`src/rtl/blkx_pkg.sv`:
```
package blkx_pkg;
  typedef enum logic [1:0] {
    ST_IDLE = 2'd0,
    ST_READ = 2'd1,
    ST_EXEC = 2'd2
  } blkx_state_t;

  localparam int FB_SIGN  = 7;
  localparam int FB_ZERO  = 6;
  localparam int FB_CPY5  = 5;
  localparam int FB_HALF  = 4;
  localparam int FB_CPY3  = 3;
  localparam int FB_PV    = 2;
  localparam int FB_SUB   = 1;
  localparam int FB_CARRY = 0;
endpackage

```
`src/rtl/blkx_rst_sync.sv`:
```
module blkx_rst_sync #(
  parameter int STAGES = 2
) (
  input  logic clk,
  input  logic rst_n,
  output logic rst_sync_n
);
  logic [STAGES-1:0] chain_q;

  generate
    if (STAGES == 1) begin : g_single
      always_ff @(posedge clk or negedge rst_n) begin
        if (!rst_n) chain_q <= 1'b0;
        else        chain_q <= 1'b1;
      end
    end else begin : g_multi
      always_ff @(posedge clk or negedge rst_n) begin
        if (!rst_n) chain_q <= '0;
        else        chain_q <= {chain_q[STAGES-2:0], 1'b1};
      end
    end
  endgenerate

  assign rst_sync_n = chain_q[STAGES-1];
endmodule

```
`src/rtl/blkx_flag_calc.sv`:
```
module blkx_flag_calc
  import blkx_pkg::*;
#(
  parameter int DW = 8
) (
  input  logic          cmp,
  input  logic [DW-1:0] acc,
  input  logic [DW-1:0] mdata,
  input  logic [7:0]    flags_cur,
  input  logic          cnt_nz,
  output logic [7:0]    flags_nxt,
  output logic          z_new
);
  localparam int NIB = 4;

  logic [DW-1:0] sum;
  logic [DW-1:0] diff;
  logic [DW-1:0] diff_h;
  logic          half_borrow;

  always_comb begin
    sum         = mdata + acc;
    diff        = acc - mdata;
    half_borrow = (acc[NIB-1:0] < mdata[NIB-1:0]);
    diff_h      = diff - {{(DW-1){1'b0}}, half_borrow};
    z_new       = (diff == '0);
  end

  always_comb begin
    flags_nxt = flags_cur;
    if (cmp) begin
      flags_nxt[FB_SIGN] = diff[DW-1];
      flags_nxt[FB_ZERO] = z_new;
      flags_nxt[FB_HALF] = half_borrow;
      flags_nxt[FB_CPY5] = |(diff_h & DW'(2));
      flags_nxt[FB_CPY3] = |(diff_h & DW'(8));
      flags_nxt[FB_SUB]  = 1'b1;
    end else begin
      flags_nxt[FB_HALF] = 1'b0;
      flags_nxt[FB_SUB]  = 1'b0;
      flags_nxt[FB_CPY5] = |(sum & DW'(2));
      flags_nxt[FB_CPY3] = |(sum & DW'(8));
    end
    flags_nxt[FB_PV] = cnt_nz;
  end
endmodule

```
`src/rtl/blkx_addr_unit.sv`:
```
module blkx_addr_unit #(
  parameter int AW = 16,
  parameter int CW = 16
) (
  input  logic          clk,
  input  logic          rst_n,
  input  logic          load,
  input  logic          step,
  input  logic          dir_dn,
  input  logic          move_dst,
  input  logic [AW-1:0] src_init,
  input  logic [AW-1:0] dst_init,
  input  logic [CW-1:0] cnt_init,
  output logic [AW-1:0] src,
  output logic [AW-1:0] dst,
  output logic [CW-1:0] cnt,
  output logic          cnt_after_nz
);
  logic [AW-1:0] src_d, dst_d, src_adj, dst_adj;
  logic [CW-1:0] cnt_d, cnt_dec;

  always_comb begin
    cnt_dec      = cnt - 1'b1;
    cnt_after_nz = (cnt_dec != '0);
    src_adj      = dir_dn ? (src - 1'b1) : (src + 1'b1);
    dst_adj      = dir_dn ? (dst - 1'b1) : (dst + 1'b1);
  end

  always_comb begin
    src_d = src;
    dst_d = dst;
    cnt_d = cnt;
    if (load) begin
      src_d = src_init;
      dst_d = dst_init;
      cnt_d = cnt_init;
    end else if (step) begin
      src_d = src_adj;
      if (move_dst) dst_d = dst_adj;
      cnt_d = cnt_dec;
    end
  end

  always_ff @(posedge clk or negedge rst_n) begin
    if (!rst_n) begin
      src <= '0;
      dst <= '0;
      cnt <= '0;
    end else if (load || step) begin
      src <= src_d;
      dst <= dst_d;
      cnt <= cnt_d;
    end
  end
endmodule

```
`src/rtl/blkx_seq.sv`:
```
module blkx_seq
  import blkx_pkg::*;
(
  input  logic clk,
  input  logic rst_n,
  input  logic start,
  input  logic rpt,
  input  logic cmp,
  input  logic cnt_after_nz,
  input  logic z_new,
  output logic load,
  output logic rd,
  output logic ex,
  output logic busy,
  output logic done
);
  blkx_state_t state_q, state_d;
  logic        done_d;
  logic        go_on;

  always_comb begin
    state_d = state_q;
    load    = 1'b0;
    rd      = 1'b0;
    ex      = 1'b0;
    done_d  = 1'b0;
    go_on   = rpt && cnt_after_nz && !(cmp && z_new);
    case (state_q)
      ST_IDLE: begin
        if (start) begin
          load    = 1'b1;
          state_d = ST_READ;
        end
      end
      ST_READ: begin
        rd      = 1'b1;
        state_d = ST_EXEC;
      end
      ST_EXEC: begin
        ex = 1'b1;
        if (go_on) begin
          state_d = ST_READ;
        end else begin
          state_d = ST_IDLE;
          done_d  = 1'b1;
        end
      end
      default: state_d = ST_IDLE;
    endcase
  end

  always_ff @(posedge clk or negedge rst_n) begin
    if (!rst_n) begin
      state_q <= ST_IDLE;
      done    <= 1'b0;
    end else begin
      state_q <= state_d;
      done    <= done_d;
    end
  end

  assign busy = (state_q != ST_IDLE);
endmodule

```
`src/rtl/blkx_engine.sv`:
```
module blkx_engine #(
  parameter int AW         = 16,
  parameter int DW         = 8,
  parameter int CW         = 16,
  parameter int RST_STAGES = 2
) (
  input  logic          clk,
  input  logic          rst_n,
  input  logic          start,
  input  logic          cmp_mode,
  input  logic          dir_down,
  input  logic          repeat_en,
  input  logic [AW-1:0] src_init,
  input  logic [AW-1:0] dst_init,
  input  logic [CW-1:0] cnt_init,
  input  logic [DW-1:0] acc_in,
  input  logic [7:0]    flags_in,
  output logic [AW-1:0] mem_addr,
  output logic          mem_rd,
  output logic          mem_wr,
  output logic [DW-1:0] mem_wdata,
  input  logic [DW-1:0] mem_rdata,
  output logic          busy,
  output logic          done,
  output logic [7:0]    flags_out,
  output logic [AW-1:0] src_ptr,
  output logic [AW-1:0] dst_ptr,
  output logic [CW-1:0] count
);
  logic          rst_i_n;
  logic          load, rd, ex;
  logic          cnt_after_nz, z_new;
  logic          op_q, dir_q, rpt_q;
  logic [DW-1:0] acc_q;
  logic [7:0]    flags_q, flags_nxt;

  blkx_rst_sync #(.STAGES(RST_STAGES)) u_rst (
    .clk(clk), .rst_n(rst_n), .rst_sync_n(rst_i_n)
  );

  blkx_seq u_seq (
    .clk(clk), .rst_n(rst_i_n), .start(start), .rpt(rpt_q), .cmp(op_q),
    .cnt_after_nz(cnt_after_nz), .z_new(z_new),
    .load(load), .rd(rd), .ex(ex), .busy(busy), .done(done)
  );

  blkx_addr_unit #(.AW(AW), .CW(CW)) u_addr (
    .clk(clk), .rst_n(rst_i_n), .load(load), .step(ex), .dir_dn(dir_q),
    .move_dst(!op_q), .src_init(src_init), .dst_init(dst_init),
    .cnt_init(cnt_init), .src(src_ptr), .dst(dst_ptr), .cnt(count),
    .cnt_after_nz(cnt_after_nz)
  );

  blkx_flag_calc #(.DW(DW)) u_flag (
    .cmp(op_q), .acc(acc_q), .mdata(mem_rdata), .flags_cur(flags_q),
    .cnt_nz(cnt_after_nz), .flags_nxt(flags_nxt), .z_new(z_new)
  );

  always_ff @(posedge clk or negedge rst_i_n) begin
    if (!rst_i_n) begin
      op_q  <= 1'b0;
      dir_q <= 1'b0;
      rpt_q <= 1'b0;
      acc_q <= '0;
    end else if (load) begin
      op_q  <= cmp_mode;
      dir_q <= dir_down;
      rpt_q <= repeat_en;
      acc_q <= acc_in;
    end
  end

  always_ff @(posedge clk or negedge rst_i_n) begin
    if (!rst_i_n)  flags_q <= '0;
    else if (load) flags_q <= flags_in;
    else if (ex)   flags_q <= flags_nxt;
  end

  always_comb begin
    mem_rd    = rd;
    mem_wr    = ex && !op_q;
    mem_addr  = mem_wr ? dst_ptr : src_ptr;
    mem_wdata = mem_rdata;
    flags_out = flags_q;
  end
endmodule

```
`config.mk`:
```
export PLATFORM = sky130hd
export DESIGN_NAME = blkx_engine
export DESIGN_NICKNAME = d
export VERILOG_FILES = /design/src/rtl/blkx_pkg.sv /design/src/rtl/blkx_rst_sync.sv /design/src/rtl/blkx_flag_calc.sv /design/src/rtl/blkx_addr_unit.sv /design/src/rtl/blkx_seq.sv /design/src/rtl/blkx_engine.sv
export SDC_FILE = /design/constraint.sdc
export NUM_CORES = 1
export LEC_CHECK = 0
export BUFFER_PORTS_ARGS = -buffer_cell sky130_fd_sc_hd__buf_4
export CAP_MARGIN = 20
export CORE_UTILIZATION = 54
export DETAILED_ROUTE_END_ITERATION = 8
export PLACE_DENSITY = 0.82
export SLEW_MARGIN = 5
export SYNTH_ARGS = -nofsm -noshare
export SYNTH_HDL_FRONTEND = slang
export SYNTH_HIERARCHICAL = 1
export SYNTH_SLANG_ARGS = --single-unit
export TNS_END_PERCENT = 30
```
`constraint.sdc`:
```
create_clock -name clk -period 3.34 [get_ports clk]
set_clock_uncertainty 0.2 [all_clocks]
set_input_delay 0.668 -clock clk [delete_from_list [all_inputs] [get_ports clk]]
set_output_delay 0.668 -clock clk [all_outputs]
set_load 0.1 [all_outputs]
```
* Yosys cells after proc, flatten, opt, wreduce, memory -nomap -nowiden
Cells that the tools add are included.
W data, S select, Z words.
** Word-level totals
- Output and inout port bits :: 84
- Logic and storage cells :: 66
- Register bits after elaboration :: 72
- Bits of input ports :: 78
** Cells by class
- Reductions and logical operators :: 16
- Order comparisons :: 1
- Muxes and demuxes :: 24
- Equality and inequality tests :: 4
- Add/subtract/negate cells :: 8
** Operator list (count)
- $mux W16 :: 10
- $sub A16 B1 Y16 const B :: 3
- $add A16 B1 Y16 const B :: 2
- $mux W8 :: 2
- $reduce_bool A16 Y1 :: 1
- $logic_not A8 Y1 :: 1
- $mux W1 :: 8
- $sub A8 B8 Y8 :: 1
- $pmux W2 S3 :: 1
- $reduce_bool A2 Y1 :: 3
- $add A4 B4 Y4 :: 1
- $logic_and A1 B1 Y1 :: 4
- $lt A4 B4 Y1 :: 1
- $mux W2 :: 2
- $reduce_and A2 Y1 :: 2
- $sub A4 B1 Y4 :: 1
- $mux W3 :: 1
- $reduce_and A3 Y1 :: 1
- $eq A2 B1 Y1 const B :: 1
- $eq A2 B2 Y1 const B :: 1
- $logic_not A1 Y1 :: 2
- $logic_not A2 Y1 :: 1
- $ne A2 B1 Y1 const B :: 1
- $ne A2 B2 Y1 const B :: 1
- $logic_or A1 B1 Y1 :: 1

* Depth between registers and ports, before layout
Gate-level depths: netlist of the first run.
- Word-level depth :: 7
- Depth in mapped cells :: 11
- Depth with buffers taken out :: 10

* Cells and area by module
Netlist of the first run, hierarchy kept.
** Modules (own cells, without submodules)
- blkx_addr_unit :: cells each 471, times used 1, area an instance 3877.5 µm², seq. area each 1201.2 µm²
- blkx_engine :: cells each 88, times used 1, area an instance 1093.5 µm², seq. area each 475.5 µm²
- blkx_flag_calc :: cells each 73, times used 1, area an instance 548.0 µm², seq. area each 0.0 µm²
- blkx_seq :: cells each 12, times used 1, area an instance 146.4 µm², seq. area each 75.1 µm²
- blkx_rst_sync :: cells each 3, times used 1, area an instance 53.8 µm², seq. area each 50.0 µm²

* Worst setup path before layout of the first run
No wires, ideal clock.
- Path type :: register to register
- From :: register dir_q
- To :: register u_addr.src[14]
- Data arrival time :: 2801 ps
- Cell stages (with the launch flop) :: 10
- Required time :: 3013 ps
- Period minus slack after synthesis :: 3127 ps
- Setup time :: 127 ps
- Buffers on the path :: 0
- Slack :: 213 ps
- Cell sequence :: dfrtp_1 inv_1 fa_1 nor2b_1 o31a_1 nand2b_1 a31oi_1 o31a_1 mux2i_1 a221o_1
** Between the ends
- Cells in the longest elaborated chain, start to end :: 3
** Ends and longest elaborated chain
- start: declaration :: line blkx_engine.sv:33 : logic op_q, dir_q, rpt_q;
- start signal: assignment :: line blkx_engine.sv:67 : dir_q <= dir_down;
- $mux W16 :: line blkx_addr_unit.sv:25 : src_adj = dir_dn ? (src - 1'b1) : (src + 1'b1);
- $mux W16 :: line blkx_addr_unit.sv:37 : end else if (step) begin
- $mux W16 :: line blkx_addr_unit.sv:33 : if (load) begin
- end signal: assignment :: line blkx_addr_unit.sv:50 : src <= src_d;
- end: declaration :: line blkx_addr_unit.sv:14 : output logic [AW-1:0] src,
No other way between the ends. The select of a mux whose other input is x is not followed.
A chain may end at the register's enable or synchronous reset.

* Worst setup path after layout of the first run
- From :: register u_seq.state_q[1]
- To :: output mem_addr[4]
** Between the ends
- Cells in the longest elaborated chain, start to end :: 4
** Ends and longest elaborated chain
- start: declaration :: line blkx_seq.sv:17 : blkx_state_t state_q, state_d;
- start signal: assignment :: line blkx_seq.sv:57 : state_q <= state_d;
- $eq A2 B2 Y1 :: line blkx_seq.sv:28 : case (state_q)
- $mux W1 :: line blkx_seq.sv:28
- net ex :: line blkx_engine.sv:31 : logic load, rd, ex;
- $logic_and A1 B1 Y1 :: line blkx_engine.sv:81 : mem_wr = ex && !op_q;
- $mux W16 :: line blkx_engine.sv:82 : mem_addr = mem_wr ? dst_ptr : src_ptr;
- end: declaration :: line blkx_engine.sv:18 : output logic [AW-1:0] mem_addr,
The timed path passes the listed nets, and every way through them passes these cells.

==> results of run 1 <==
==> placed cells by master (no fill, tap or decap), types with 14 or more instances in the layout <==
master,count
inv_1,30
buf_4,171
xor2_1,14
xnor2_1,30
nand2_1,76
a21oi_1,39
o21ai_1,26
mux2_2,20
mux2i_1,21
nor3_1,15
ha_1,41
o21ai_0,37
nor2_1,39
dfrtp_1,71
==> Yosys cell counts, types with 5 or more instances <==
cell / count / area share (%)
nand2_1: 76 / 5.0
dfrtp_1: 72 / 32
ha_1: 41 / 9.0
a21oi_1: 39 / 3.4
nor2_1: 39 / 2.6
o21ai_0: 37 / 3.2
inv_1: 30 / 2.0
xnor2_1: 30 / 4.6
o21ai_1: 26 / 2.3
mux2i_1: 21 / 3.7
mux2_2: 20 / 3.9
clkbuf_1: 16 / 1.1
nor3_1: 15 / 1.3
xor2_1: 14 / 2.1
buf_4: 12 / 1.6
nand3_1: 10 / 0.88
a31oi_1: 9 / 0.98
and3_1: 9 / 0.98
mux2_4: 9 / 2.4
nand2b_1: 9 / 0.98
a21o_1: 8 / 1.1
nor4_1: 6 / 0.66
or3_1: 6 / 0.66
a211oi_1: 5 / 0.66
and2_1: 5 / 0.55
o21a_1: 5 / 0.66
==> worst max-delay path: stages, from the launching register on <==
cell	delay [ps]
dfrtp_1	460
nor2b_4	350
nand2b_4	250
mux2_2	320
buf_4	290
==> kinds of logic after synthesis <==
group                    after synthesis  synth area share, %
AND/OR/NAND/NOR                      194                 16.3
AO/OA/AOI/OAI                        175                 19.4
flip-flops                            72                 31.5
buffers and inverters                 66                 5.64
multiplexers                          50                 9.98
XOR/XNOR                              45                 7.02
adder cells (fa/ha/maj)               44                 10.0
other                                  1               0.0656
==> path summary, 6_finish.rpt <==
path | start | end | slack (ps) | depth (start not counted)
min | u_rst/chain_q[0]$_DFF_PN0_ | u_rst/chain_q[1]$_DFF_PN0_ | 170 | 0
min in group asynchronous | u_rst/chain_q[1]$_DFF_PN0_ | acc_q[7]$_DFFE_PN0P_ | 260 | 1
min reg2reg | u_rst/chain_q[0]$_DFF_PN0_ | u_rst/chain_q[1]$_DFF_PN0_ | 170 | 0
max in group asynchronous | u_rst/chain_q[1]$_DFF_PN0_ | u_addr/cnt[5]$_DFFE_PN0P_ | 2060 | 1
max | u_seq/state_q[1]$_DFFE_PN0P_ | mem_addr[4] | 430 | 4
max reg2reg | dir_q$_DFFE_PN0P_ | u_addr/src[15]$_DFFE_PN0P_ | 530 | 9
==> what timing repair did <==
action                    in CTS  in global routing
hold buffers                   1                  0
gates resized for setup        0                  0
hold endpoints to repair       2                  0
==> registers in the layout, summed over array words and instances (netlist names) <==
register       flops
u_addr/cnt        16
u_rst/chain_q      2
u_seq/done         1
rpt_q              1
u_addr/src        16
op_q               1
u_seq/state_q      2
flags_out          8
dir_q              1
acc_q              8
u_addr/dst        16
==> area by class of cell <==
cell class              instances  area [um2]  share of cell area [%]
multi-input cells             509        3610                    50.2
clock buffers                  10         138                    1.92
flip-flops and latches         72        1800                    25.1
clock inverters                 6        58.8                   0.819
well taps                     136         170                    2.37
inverters                      30         113                    1.57
repair buffers                172        1290                    18.0
==> per-layer routing <==
layer	GRT usage, %	part of all wire (%)	vias up	routed length, um
met2	49.4	47	221	7500
met4	15.4	3.9	0	608
met1	37.2	43	2545	6720
li1	-	-	2592	-
met3	3.81	6.1	41	960
met5	0	0	-	0
==> through the flow <==
stage | setup slack (ps) | hold slack [ps] | std cells | instance area, um2
after floorplan | 213 | 131 | 647 | 5720
after global placement | 535 | 132 | 918 | 6980
after detailed placement | 459 | 165 | 918 | 6980
after CTS | 385 | 178 | 935 | 7180
after global routing | 352 | 189 | 935 | 7180
final | 429 | 171 | 935 | 7180
==> reports/qor.csv, run 1 <==
metric;value;unit
io_buffers;161;
crit_path_max_fanout;17;
yosys_warnings;6;
fin_nets;916;
ant_nets;0;
tightest_slew;919;ps
clock-sinks;72;
cp.required;2470;ps
grt_remaining_overflow;0;
grt_start_max_net_pins;71;
via_per_inst;5.77;
area_delta_synth_final;25.6;%
wire_per_inst;16.9;um
nFillCells;833;
setup_violations;0;
clockRootBuffer;clkbuf_8;
io_pins;162;
crit_type;reg -> out;
drc;0;
slew_headroom;38.7;%
synth_ff_type;dfrtp_1;
avgSynthCellArea;8.84;um2
endpoint_kind;output port;
setup_tns;0;ps
first_iter_violations;288;
max_freq;344;MHz
htree_levels;3;
final_util;69.9;%
rows;37;
clkLatencyLatePin;360;ps
drt_pass1_iterations;5;
die_w;105;um
slew_violations;0;
synth_enable_flop_cells;0;
grt_first_pass_wirelength;26100;um
cap_violations;0;
grt_pass1_vias;5407;
synthArstFlopShare;100;%
holdCritPathClass;reg -> reg;
die_h;105;um
ys_types;77;
outcome;finished, final reports clean;
cts-buffers-inserted;9;
drive_gt1_share;29.5;%
synth_seq_cells;72;
arrival;2040;ps
syn_inst;647;
seq_area_frac_synth;31.5;%
syn_area;5720;um2
finalCritPeriodShare;87.2;%
gp_congestion;0.878;
wirelength;15800;um
rsz0062_at_grt;false;
post_cts_buffers;0;
vias;5399;
dp_hpwl;11700;um
syn_nets;769;
track_usage;29.5;%
clock_path_buffers;2;
period_minus_slack;2910;ps
initial_utilization;55.6;%
cts_tree;done;
antenna_found_initial;0;
worst_setup_path_start_kind;register;
die_area;11000;um2
hold_violations;0;
diodes;0;
clk_pin_slew;80;ps
core-area;10300;um2
Power of run 1 is left out: the tool's default activity adds up to more than one toggle a clock period on the data nets, which glitch-free logic cannot reach.
==> inputs of run 2 (changes only) <==
--- a/config.mk
+++ b/config.mk
@@ -5,12 +5,13 @@
 export SDC_FILE = /design/constraint.sdc
 export NUM_CORES = 1
 export LEC_CHECK = 0
+export ABC_AREA = 1
 export BUFFER_PORTS_ARGS = -buffer_cell sky130_fd_sc_hd__buf_4
 export CAP_MARGIN = 20
-export CORE_UTILIZATION = 54
+export CORE_UTILIZATION = 55
 export DETAILED_ROUTE_END_ITERATION = 8
-export PLACE_DENSITY = 0.82
-export SLEW_MARGIN = 5
+export PLACE_DENSITY = 0.83
+export SLEW_MARGIN = 20
 export SYNTH_ARGS = -nofsm -noshare
 export SYNTH_HDL_FRONTEND = slang
 export SYNTH_HIERARCHICAL = 1
==> run 2 against run 1 <==
Compared with the run above: core utilization grew 1.1 points; wire length grew 10%; die area grew 6.7%; worst hold slack lost 48 ps; sequential cell count is the same; count of clock-buffer cells in the layout shrank 1; synthesized cell count grew 42%; non-clock buffer count shrank 2; fmax grew 2.1%; cell count grew 30%; worst setup slack gained 61 ps; first-iteration DRC count grew 19%; critical path type unchanged; critical endpoint is now mem_addr[2]; largest cell class unchanged.
==> reports/qor.csv, run 2 <==
metric;value;unit;change
outcome;finished, final reports clean;;unchanged
synth_enable_flop_cells;0;;unchanged
syn_inst;920;;was 647
crit_type;reg -> out;;unchanged
io_buffers;161;;unchanged
slowest_delay;580;ps;was 460 ps
drive_gt1_share;24.2;%;was 29.5%
io_pins;162;;unchanged
finalCritPeriodShare;85.3;%;was 87.2%
tightest_slew;544;ps;was 919 ps
dp_hpwl;13100;um;was 11700 um
yosys_warnings;6;;unchanged
cts_tree;done;;unchanged
track_usage;30.7;%;was 29.5%
vias;6421;;was 5399
clkLatencyLatePin;340;ps;was 360 ps
synthArstFlopShare;100;%;unchanged
synth_most_common_cell;nand2_1;;unchanged
clk_pin_slew;60;ps;was 80 ps
endpoint_kind;output port;;unchanged
via_per_inst;5.28;;was 5.77
syn_area;6220;um2;was 5720 um2
cap_violations;0;;unchanged
ys_types;47;;was 77
avgSynthCellArea;6.76;um2;was 8.84 um2
hold_violations;0;;unchanged
grt_first_pass_wirelength;28300;um;was 26100 um
die_w;108;um;was 105 um
area_delta_synth_final;24.7;%;was 25.6%
dp.cells;1197;;was 918
diodes;0;;unchanged
synth_ff_type;dfrtp_1;;unchanged
drc;0;;unchanged
stdcell_count;1215;;was 935
yosys-top-cells-count;321 x nand2_1, 109 x inv_1, 76 x nand3_1;;was 76 x nand2_1, 72 x dfrtp_1, 41 x ha_1
fin_nets;1192;;was 916
wirelength;17400;um;was 15800 um
holdCritPathClass;reg -> async;;was reg -> reg
core-area;10900;um2;was 10300 um2
drt_pass1_iterations;5;;unchanged
cp.required;2470;ps;about the same
cts-buffers-inserted;9;;unchanged
max_freq;351;MHz;was 344 MHz
ys_top_cells_by_area;dfrtp_1 29%, nand2_1 19%, ha_1 8.2%, inv_1 6.6%, nand3_1 6.1%;;was dfrtp_1 32%, ha_1 9.0%, nand2_1 5.0%, xnor2_1 4.6%, mux2_2 3.9%
wire_per_inst;14.3;um;was 16.9 um
clockRootBuffer;clkbuf_16;;was clkbuf_8
placed_area;7450;um2;was 6980 um2
setup_violations;0;;unchanged
post_cts_buffers;0;;unchanged
reg_top3;u_addr/cnt: 16 flops, u_addr/dst: 16 flops, u_addr/src: 16 flops;;unchanged
grt_remaining_overflow;0;;unchanged
die_h;108;um;was 105 um
final_common_cell;nand2_1;;was buf_4
rsz0062_at_grt;false;;unchanged
synth_top_area_cell;dfrtp_1;;unchanged
final_cell_mix;321 x nand2_1, 168 x buf_4, 108 x inv_1, 76 x nand3_1, 71 x dfrtp_1;;was 171 x buf_4, 76 x nand2_1, 71 x dfrtp_1, 41 x ha_1
post_cts_resized;0;;unchanged
finalInstanceArea;7760;um2;was 7180 um2
grt_pass1_vias;5975;;was 5407
rows;38;;was 37
first_iter_violations;343;;was 288
setup_tns;0;ps;unchanged
synth_top_area_share;29.0;%;was 31.5%
antenna_found_initial;0;;unchanged
arrival;1980;ps;was 2040 ps
slew_headroom;63.7;%;was 38.7%
cpMostUsedCell;nand2_1;;
die_area;11700;um2;was 11000 um2
seq_area_frac_synth;29.0;%;was 31.5%
crit_slowest_cell;dfrtp_1;;unchanged
slew_violations;0;;unchanged
reg2reg_depth;9;;unchanged
syn_nets;1042;;was 769
period_minus_slack;2850;ps;was 2910 ps
htree_levels;3;;unchanged
gp_congestion;0.915;;was 0.878
worst_setup_path_start_kind;register;;unchanged
final_util;71.0;%;was 69.9%
synth_seq_cells;72;;unchanged
clock_path_buffers;2;;unchanged
crit_path_max_fanout;17;;unchanged
path_cells;nor2_4, nand2_1, nand2_1, buf_4;;was nor2b_4, nand2b_4, mux2_2, buf_4
grt_start_max_net_pins;48;;was 71
initial_utilization;56.9;%;was 55.6%
clock-sinks;72;;unchanged
ant_nets;0;;unchanged
==> run 2: cell families (layout without fill, tap and decap cells) <==
logic type	count (synthesis)	after routing	synth area share, %
flip-flops	72	72	29.0
buffers and inverters	150	305	10.6
AO/OA/AOI/OAI	96	96	10.3
other	1	1	0.0603
adder cells (fa/ha/maj)	44	44	9.21
XOR/XNOR	18	18	2.53
AND/OR/NAND/NOR	539	539	38.4
==> run 2: cell type report <==
| type | instances | area (um2) |
|---|---|---|
| clock buffers | 9 | 225 |
| clock inverters | 7 | 71.3 |
| fillers | 957 | 3170 |
| inverters | 119 | 447 |
| multi-input cells | 698 | 3760 |
| flip-flops and latches | 72 | 1800 |
| well taps | 140 | 175 |
| repair buffers | 170 | 1280 |
==> run 2: worst max-delay path, delay by kind of cell (launching register included) <==
family / cells / cell delay, ps
simple gates: 3 / 750
flops: 1 / 580
buf+inv: 1 / 310
==> run 2: per-layer routing <==
metal / global-route usage, % / part of all wire (%) / up-vias
li1: - / - / 3227
met1: 41.4 / 44 / 2933
met2: 49.8 / 47 / 227
met3: 4.52 / 6.5 / 34
met4: 11.3 / 2.6 / 0
met5: 0 / 0 / -
==> run 2: stage by stage <==
step	setup WS (ps)	hold slack, ps
after global placement	770	-77.3
after detailed placement	695	-73.6
after floorplan	710	131
after global routing	355	179
final	490	122
after CTS	522	151
==> run 2: path summary, 6_finish.rpt <==
kind	slack [ps]	startpoint	end
min in group clk	150	u_rst/chain_q[0]$_DFF_PN0_	u_rst/chain_q[1]$_DFF_PN0_
hold / removal	120	u_rst/chain_q[1]$_DFF_PN0_	acc_q[7]$_DFFE_PN0P_
hold reg to reg	120	u_rst/chain_q[1]$_DFF_PN0_	acc_q[7]$_DFFE_PN0P_
max in group asynchronous	2110	u_rst/chain_q[1]$_DFF_PN0_	u_addr/cnt[4]$_DFFE_PN0P_
setup / recovery	490	op_q$_DFFE_PN0P_	mem_addr[2]
setup reg to reg	920	u_seq/state_q[0]$_DFFE_PN0P_	u_addr/dst[9]$_DFFE_PN0P_
==> run 2: repair_timing <==
action / in CTS / in global routing
endpoints found under the setup margin: 0 / 0
hold endpoints to repair: 10 / 0
hold buffers: 2 / 0
Power of run 2 is left out for the same reason.
==> inputs of run 3 (changes only) <==
--- a/config.mk
+++ b/config.mk
@@ -10,7 +10,7 @@
 export CAP_MARGIN = 20
 export CORE_UTILIZATION = 55
 export DETAILED_ROUTE_END_ITERATION = 8
-export PLACE_DENSITY = 0.83
+export PLACE_DENSITY_LB_ADDON = 0.08
 export SLEW_MARGIN = 20
 export SYNTH_ARGS = -nofsm -noshare
 export SYNTH_HDL_FRONTEND = slang
==> run 3 against run 2 <==
Compared with the run above: fmax grew 2.2%; worst hold slack better by 16 ps; wire length shrank 1.3%; first-iteration DRC count rose by 10%; via count down 0.23%; register-to-register slack got worse by 40 ps; count of clock-buffer cells in the layout grew 2; cell count about the same; non-clock buffer count is 1 lower; sequential cell count is the same; sequential share of layout area fell by 0.16 points; final area increased by 0.68%; critical endpoint is now mem_addr[6]; largest cell class unchanged.
==> reports/qor.csv, run 3 (same netlist as run 2, synthesis figures left out) <==
metric;value;unit;change
vias;6406;;was 6421
grt_pass1_vias;5968;;was 5975
cpMostUsedCell;nand2_2;;was nand2_1
grt_start_max_net_pins;44;;was 48
clock_path_buffers;2;;unchanged
drt_pass1_iterations;5;;unchanged
clockRootBuffer;clkbuf_16;;unchanged
cp.required;2470;ps;about the same
r2r-start;dir_q$_DFFE_PN0P_;;was u_seq/state_q[0]$_DFFE_PN0P_
via_per_inst;5.28;;about the same
crit_path_max_fanout;17;;unchanged
dp_hpwl;12800;um;was 13100 um
final_cell_mix;321 x nand2_1, 167 x buf_4, 108 x inv_1, 76 x nand3_1, 71 x dfrtp_1;;was 321 x nand2_1, 168 x buf_4, 108 x inv_1, 76 x nand3_1, 71 x dfrtp_1
fin_nets;1191;;was 1192
core-area;10900;um2;unchanged
ant_nets;0;;unchanged
initial_utilization;56.9;%;unchanged
track_usage;30.7;%;about the same
hold_buffers;1;;was 2
gp_congestion;0.893;;was 0.915
nFillCells;1019;;was 957
drc;0;;unchanged
slowest_delay;570;ps;was 580 ps
rsz0062_at_grt;false;;unchanged
endpoint_kind;output port;;unchanged
finalInstanceArea;7820;um2;was 7760 um2
period_minus_slack;2790;ps;was 2850 ps
holdWs;139;ps;was 122 ps
worst_setup_path_start_kind;register;;unchanged
grt_first_pass_wirelength;27900;um;was 28300 um
clock-sinks;72;;unchanged
setup_tns;0;ps;unchanged
post_cts_resized;0;;unchanged
wirelength;17200;um;was 17400 um
slew_violations;0;;unchanged
slew_headroom;49.6;%;was 63.7%
finalCritPeriodShare;83.5;%;was 85.3%
first_iter_violations;378;;was 343
htree_levels;3;;unchanged
r2r_end;u_addr/dst[10]$_DFFE_PN0P_;;was u_addr/dst[9]$_DFFE_PN0P_
die_area;11700;um2;unchanged
cts-buffers-inserted;9;;unchanged
io_pins;162;;unchanged
arrival;1920;ps;was 1980 ps
diodes;0;;unchanged
reg2reg_depth;11;;was 9
rows;38;;unchanged
grt_remaining_overflow;0;;unchanged
hold_violations;0;;unchanged
post_cts_buffers;0;;unchanged
crit_type;reg -> out;;unchanged
critPathBufInv;1;;unchanged
crit_slowest_cell;dfrtp_1;;unchanged
die_w;108;um;unchanged
clkLatencyLatePin;340;ps;about the same
wire_per_inst;14.1;um;was 14.3 um
die_h;108;um;unchanged
cap_violations;0;;unchanged
area_delta_synth_final;25.6;%;was 24.7%
final_common_cell;nand2_1;;unchanged
cts_tree;done;;unchanged
max_freq;358;MHz;was 351 MHz
antenna_found_initial;0;;unchanged
placed_area;7460;um2;was 7450 um2
path_cells;nor2_4, nand2_2, nand2_2, buf_4;;was nor2_4, nand2_1, nand2_1, buf_4
reg_top3;u_addr/cnt: 16 flops, u_addr/dst: 16 flops, u_addr/src: 16 flops;;unchanged
setup_violations;0;;unchanged
tightest_slew;756;ps;was 544 ps
outcome;finished, final reports clean;;unchanged
drive_gt1_share;24.1;%;was 24.2%
holdCritPathClass;reg -> async;;unchanged
stdcell_count;1214;;was 1215
r2r_slack;880;ps;was 920 ps
critPathTopFamily;simple AND/OR/NAND/NOR gates;;unchanged
dp.cells;1197;;unchanged
io_buffers;161;;unchanged
clk_pin_slew;60;ps;about the same
-- run 3: cell count changes in the layout (fill, tap and decap cells not counted) --
| cell | change |
|---|---|
| clkinvlp_4 | -3 |
| bufinv_16 | +2 |
| buf_12 | +1 |
| buf_4 | -1 |
| clkbuf_1 | +1 |
| clkbuf_8 | +1 |
| clkinv_2 | -1 |
| clkinv_4 | +1 |
| dlygate4sd3_1 | -1 |
| inv_6 | -1 |
-- run 3: cell type report --
class | count | area [um2] | area share, %
multi-input combinational | 698 | 3760 | 48.1
sequential | 72 | 1800 | 23.1
timing repair buffer | 169 | 1280 | 16.4
inverter | 119 | 447 | 5.72
clock buffer | 11 | 243 | 3.11
tap | 140 | 175 | 2.24
clock inverter | 5 | 104 | 1.33
-- run 3: worst max-delay path by stage --
stage	endpoint	cells past startpoint	start
2_1_floorplan	flags_out[2]$_DFFE_PN0P_	15	u_addr/cnt[0]$_DFFE_PN0P_
3_3_place_gp	u_seq/state_q[0]$_DFFE_PN0P_	15	mem_rdata[0]
3_5_place_dp	u_seq/state_q[0]$_DFFE_PN0P_	15	mem_rdata[0]
4_1_cts	mem_addr[13]	4	op_q$_DFFE_PN0P_
5_1_grt	mem_addr[2]	4	op_q$_DFFE_PN0P_
6_report	mem_addr[6]	4	op_q$_DFFE_PN0P_
-- run 3: per-stage QoR --
stage / utilization (%) / setup slack, ps
after floorplan: - / 710
after global placement: 68.2 / 772
after detailed placement: 68.2 / 716
after CTS: 71.5 / 551
after global routing: 71.5 / 437
final: 71.5 / 550
-- run 3: per-layer routing --
metal	global-route usage [%]	wire length [um]	vias up	share of wire, %
met5	0	0	-	0
met4	11.6	402	0	2.3
met3	6.69	1240	37	7.2
met2	52.6	8260	233	48
met1	37.5	7240	2911	42
li1	-	-	3225	-
Power of run 3 is left out for the same reason.
